$ cat config.mk
export PLATFORM = sky130hd
export DESIGN_NAME = run_counter
export DESIGN_NICKNAME = d
export VERILOG_FILES = /design/src/rtl/run_cnt_pkg.sv /design/src/rtl/edge_mark.sv /design/src/rtl/pair_strip.sv /design/src/rtl/run_counter.sv
export SDC_FILE = /design/constraint.sdc
export NUM_CORES = 1
export LEC_CHECK = 0
export ABC_AREA = 1
export BUFFER_PORTS_ARGS = -buffer_cell sky130_fd_sc_hd__buf_2
export CAP_MARGIN = 20
export CELL_PAD_IN_SITES_DETAIL_PLACEMENT = 1
export CELL_PAD_IN_SITES_GLOBAL_PLACEMENT = 2
export CORE_ASPECT_RATIO = 0.75
export CORE_UTILIZATION = 35
export CTS_BUF_LIST = sky130_fd_sc_hd__clkbuf_8
export CTS_CLUSTER_SIZE = 20
export DETAILED_ROUTE_END_ITERATION = 12
export PLACE_DENSITY = 0.87
export SYNTH_ARGS = -nofsm -noshare
export SYNTH_HDL_FRONTEND = slang
export SYNTH_SLANG_ARGS = --single-unit
$ cat constraint.sdc
create_clock -name clk_i -period 4.5 [get_ports clk_i]
set_input_delay 0.225 -clock clk_i [delete_from_list [all_inputs] [get_ports clk_i]]
set_output_delay 0.225 -clock clk_i [all_outputs]
set_load 0.01 [all_outputs]
$ cat src/rtl/run_cnt_pkg.sv
package run_cnt_pkg;
  typedef enum logic [1:0] {
    ST_IDLE = 2'd0,
    ST_BUSY = 2'd1,
    ST_DONE = 2'd2
  } run_state_e;
endpackage

$ cat src/rtl/edge_mark.sv
// Marks every 0/1 boundary; the top bit closes a run that touches the MSB.
module edge_mark #(
  parameter int unsigned DATA_W = 32
) (
  input  logic [DATA_W-1:0] word_i,
  output logic [DATA_W:0]   edge_o
);
  assign edge_o = {1'b0, word_i} ^ {word_i, 1'b0};
endmodule

$ cat src/rtl/pair_strip.sv
// Clears the two lowest set bits (start and end of the lowest run).
module pair_strip #(
  parameter int unsigned TW = 33
) (
  input  logic [TW-1:0] edge_i,
  output logic [TW-1:0] edge_o,
  output logic          empty_o
);
  logic [TW-1:0] low_a, rest_a, low_b;

  always_comb begin
    low_a   = edge_i & (~edge_i + TW'(1));
    rest_a  = edge_i & ~low_a;
    low_b   = rest_a & (~rest_a + TW'(1));
    edge_o  = rest_a & ~low_b;
    empty_o = (edge_o == '0);
  end
endmodule

$ cat src/rtl/run_counter.sv
module run_counter
  import run_cnt_pkg::*;
#(
  parameter  int unsigned DATA_W = 32,
  localparam int unsigned CNT_W  = $clog2(DATA_W + 1)
) (
  input  logic              clk_i,
  input  logic              rst_ni,
  input  logic              start_i,
  input  logic [DATA_W-1:0] word_i,
  output logic              ready_o,
  output logic              done_o,
  output logic [CNT_W-1:0]  count_o
);
  localparam int unsigned TW      = DATA_W + 1;
  localparam int unsigned MAX_RUN = DATA_W / 2;

  run_state_e    state_q;
  logic [TW-1:0] edge_q;
  logic [TW-1:0] edge_load;
  logic [TW-1:0] edge_next;
  logic          edge_empty;
  logic [CNT_W-1:0] cnt_q;

  edge_mark #(.DATA_W(DATA_W)) u_mark (
    .word_i (word_i),
    .edge_o (edge_load)
  );

  pair_strip #(.TW(TW)) u_strip (
    .edge_i  (edge_q),
    .edge_o  (edge_next),
    .empty_o (edge_empty)
  );

  assign ready_o = (state_q != ST_BUSY);
  assign done_o  = (state_q == ST_DONE);
  assign count_o = cnt_q;

  always_ff @(posedge clk_i or negedge rst_ni) begin
    if (!rst_ni) begin
      state_q <= ST_IDLE;
      edge_q  <= '0;
      cnt_q   <= '0;
    end else begin
      unique case (state_q)
        ST_BUSY: begin
          if (edge_q == '0) begin
            state_q <= ST_DONE;
          end else begin
            edge_q <= edge_next;
            cnt_q  <= cnt_q + CNT_W'(1);
            if (edge_empty) state_q <= ST_DONE;
          end
        end
        default: begin
          if (start_i) begin
            edge_q  <= edge_load;
            cnt_q   <= '0;
            state_q <= ST_BUSY;
          end
        end
      endcase
    end
  end


  start_clears_chk: assert property (@(posedge clk_i) disable iff (!rst_ni)
    (start_i && ready_o) |=> (!done_o && !ready_o && count_o == '0));


  edge_parity_chk: assert property (@(posedge clk_i) disable iff (!rst_ni)
    (state_q == ST_BUSY) |-> ($countones(edge_q) % 2 == 0));


  one_run_per_cycle_chk: assert property (@(posedge clk_i) disable iff (!rst_ni)
    (state_q == ST_BUSY && edge_q != '0) |=> (count_o == $past(count_o) + CNT_W'(1)));


  count_bound_chk: assert property (@(posedge clk_i) disable iff (!rst_ni)
    count_o <= CNT_W'(MAX_RUN));


  done_hold_chk: assert property (@(posedge clk_i) disable iff (!rst_ni)
    (done_o && !start_i) |=> (done_o && $stable(count_o)));
endmodule

==> impl_results.md <==
* Outcome: finished, final reports clean
* Crit path required time at approximately 4.7 ns
* P&R area growth vs syn at 14.5%
* Final weighted congestion in routability-driven placement at just over 0.9
* DR vias/cell at approximately 5.1
* Worst Hold Class: in2reg
* Worst reg-to-reg path cell count at 16
* IO Count at 43
* Met3 Track Usage GR at 4.78%
* DR vias at ~3.8k
* Clk Latency, worst-skew pair at 0.30 ns
* Max-slew violations at 0
* Fmax at between 300 and 400 MHz
* Die height at between 80 and 90 microns
* Syn Nets at about 600
* Final net count at 651
* Gr ovfl total at 0
* Synthesized area at between 3000 and 4000 sq um
* TritonCTS clock tree: built
* Routed length per instance at 16.8 microns
* Port Buf Inserts at 42
* Startpoint Class: flop
* Critical path class: reg2reg
* Final setup viols at 0
* Core Region at 9740 sq um
* Core Util, Final at 41.5%
* Fin. Hold Viols at 0
* Clk_skew at between 0.004 and 0.005 ns
* Syn Inst Count at 574
* Synth area leaders: dfrtp_1 29%, nand2_1 18%, nor2_1 11%
* GR Util met1 at between 30% and 40%
* Initial DRC count at about 260
* Most frequent cells in the layout: 171 x nand2_1, 107 x nor2_1, 56 x inv_1
* Hold Crit Depth at 3
* Critical Path End Type: flop
* Initial Util at around 36%
* CTS root buffer: clkbuf_8
* Residual DRC at 0
* Initial antenna violation count at 0
* Largest net degree at the start of global routing at between 40 and 50
* Setup Fix Bufs, Post-CTS at 0
* Worst-path clk slew at 0.08 ns
* Most used routing layer: met1
* Num CTS Buffers at 5
* TNS Setup at 0 ns
* Worst Path Arrival at around 3.2 ns
* First-pass GRT wire length at around 21 mm
* Tcrit/Tclk final at roughly 66%
* Placed Area at just under 4000 sq um
* Synth top area share at between 20 and 30%
* CTS Sinks at 41
* # hold bufs at CTS at 0
* Min Clock Period, post-route at ~3 ns
* Number of global-route vias before repair at approximately 3.9k
* Syn Area/Cell at 6.15 sq um
* Post-Route WL at between 10 and 15 mm
* Fraction of layout cells with a size suffix above 1 at between 10 and 15%
* Overall routing resource usage at around a quarter
* Leak at roughly 2.2 nW
* Commonest non-fill, non-tap cell in the layout: nand2_1
* Final instance area at between 4000 and 5000 sq um
* Post-route ant nets at 0
* # Max-Cap Violations at 0
* H-Tree Depth at 2
* Pwr/cell area at approximately 550 nW/um^2
* DPL Wire Length at 10.4 mm
* N_diodes at 0
* Library cells used by synthesis at 35
* Die width at between 100 and 150 microns
* Synth area leader: dfrtp_1
* DIE AREA at between 10000 and 15000 sq um
* Crit path max fanout at 5
* Rows at 31
* Maximum root-to-sink buffer count at 2
* Slew HR at between 40% and 50%
* First drt pass iteration count at 4
* CTS-repair resized insts at 0
* VDD IR max at around 0.00020 V
* Unrepaired setup endpoints after global routing: no
* Grt met2 use at 38.0%
* Sequential-to-total area share from yosys stat at 29.0%
* #FFs+latches synth at just over 40
* Worst-Margin Slew at a little over 0.8 ns
* Synth warn at 0
-- worst max-delay path, cell delays in order, from the launching register on --
cell and delay, ns:
dfrtp_1 0.44, nor2_1 0.24, nand2_2 0.13, nor2_1 0.22
nand2_1 0.13, nand2_1 0.17, nand2_1 0.10, nor2_1 0.14
nand3_1 0.11, o21bai_1 0.37, nand2_1 0.09, nor2_1 0.14
nand2_1 0.07, nor2_1 0.18, nand3_1 0.20, nand2_1 0.12
inv_1 0.04
-- Yosys cell counts (all sizes together) --
library cell  count
ha                1
and3              1
o21a              9
inv              56
dfrtp            41
o21bai            5
nand2           179
buf               5
a21oi            29
o21ai            44
nor2            117
xor2             27
o22ai             7
or2               1
clkbuf            8
clkinv            1
o211ai            3
xnor2             4
nand4             3
nor3              3
nor3b             1
nand3            27
a31oi             2
-- layout make-up --
cell class	count	area (sq um)
inverters	57	214
clock buffers	6	82.6
well taps	132	165
fillers	1336	5690
multi-input cells	463	2240
clock inverters	2	33.8
flip-flops and latches	41	1030
repair buffers	47	283
-- per-stage QoR --
step | worst slack [ns] | hold slack, ns | power, mW | std cells
2_1_floorplan | 2.48 | -0.0706 | 1.46 | 574
3_3_place_gp | 1.58 | 0.449 | 1.83 | 737
3_5_place_dp | 1.63 | 0.454 | 1.87 | 738
4_1_cts | 1.60 | 0.140 | 2.20 | 746
5_1_grt | 1.16 | 0.158 | 2.41 | 748
6_report | 1.52 | 0.163 | 2.21 | 748
-- final timing paths --
check | start | to | slack, ns
max | edge_q[3] | state_q[0] | 1.52
min | word_i[0] | edge_q[0] | 0.16
max reg2reg | edge_q[3] | state_q[0] | 1.52
min reg2reg | edge_q[32] | edge_q[32] | 0.56
max in group asynchronous | rst_ni | edge_q[0] | 3.73
min in group asynchronous | rst_ni | edge_q[7] | 0.32
-- flip-flops by register name, summed over array words and instances (netlist names) --
signal	flops
edge_q	33
count_o	6
state_q	2
-- per-layer routing --
metal | vias up | wire length [microns]
met5 | - | 0
li1 | 1904 | -
met3 | 8 | 931
met2 | 95 | 5000
met1 | 1786 | 6500
met4 | 0 | 112
-- power breakdown --
part	leakage, nW	internal, mW	total (mW)	switching, mW
logic	1.59	0.394	1.25	0.857
registers	0.514	0.492	0.636	0.144
clock network	0.0626	0.179	0.318	0.139
-- kinds of logic after synthesis --
family                     share of synthesized area, %
DFF                                                29.0
AOI/OAI and AO/OA                                  15.7
and+or+nand+nor                                    39.7
xor gates and xnor gates                           7.69
adders and majority gates                         0.354
buffers and inverters                              7.58
Note: power is estimated with default switching activity, not from simulation.
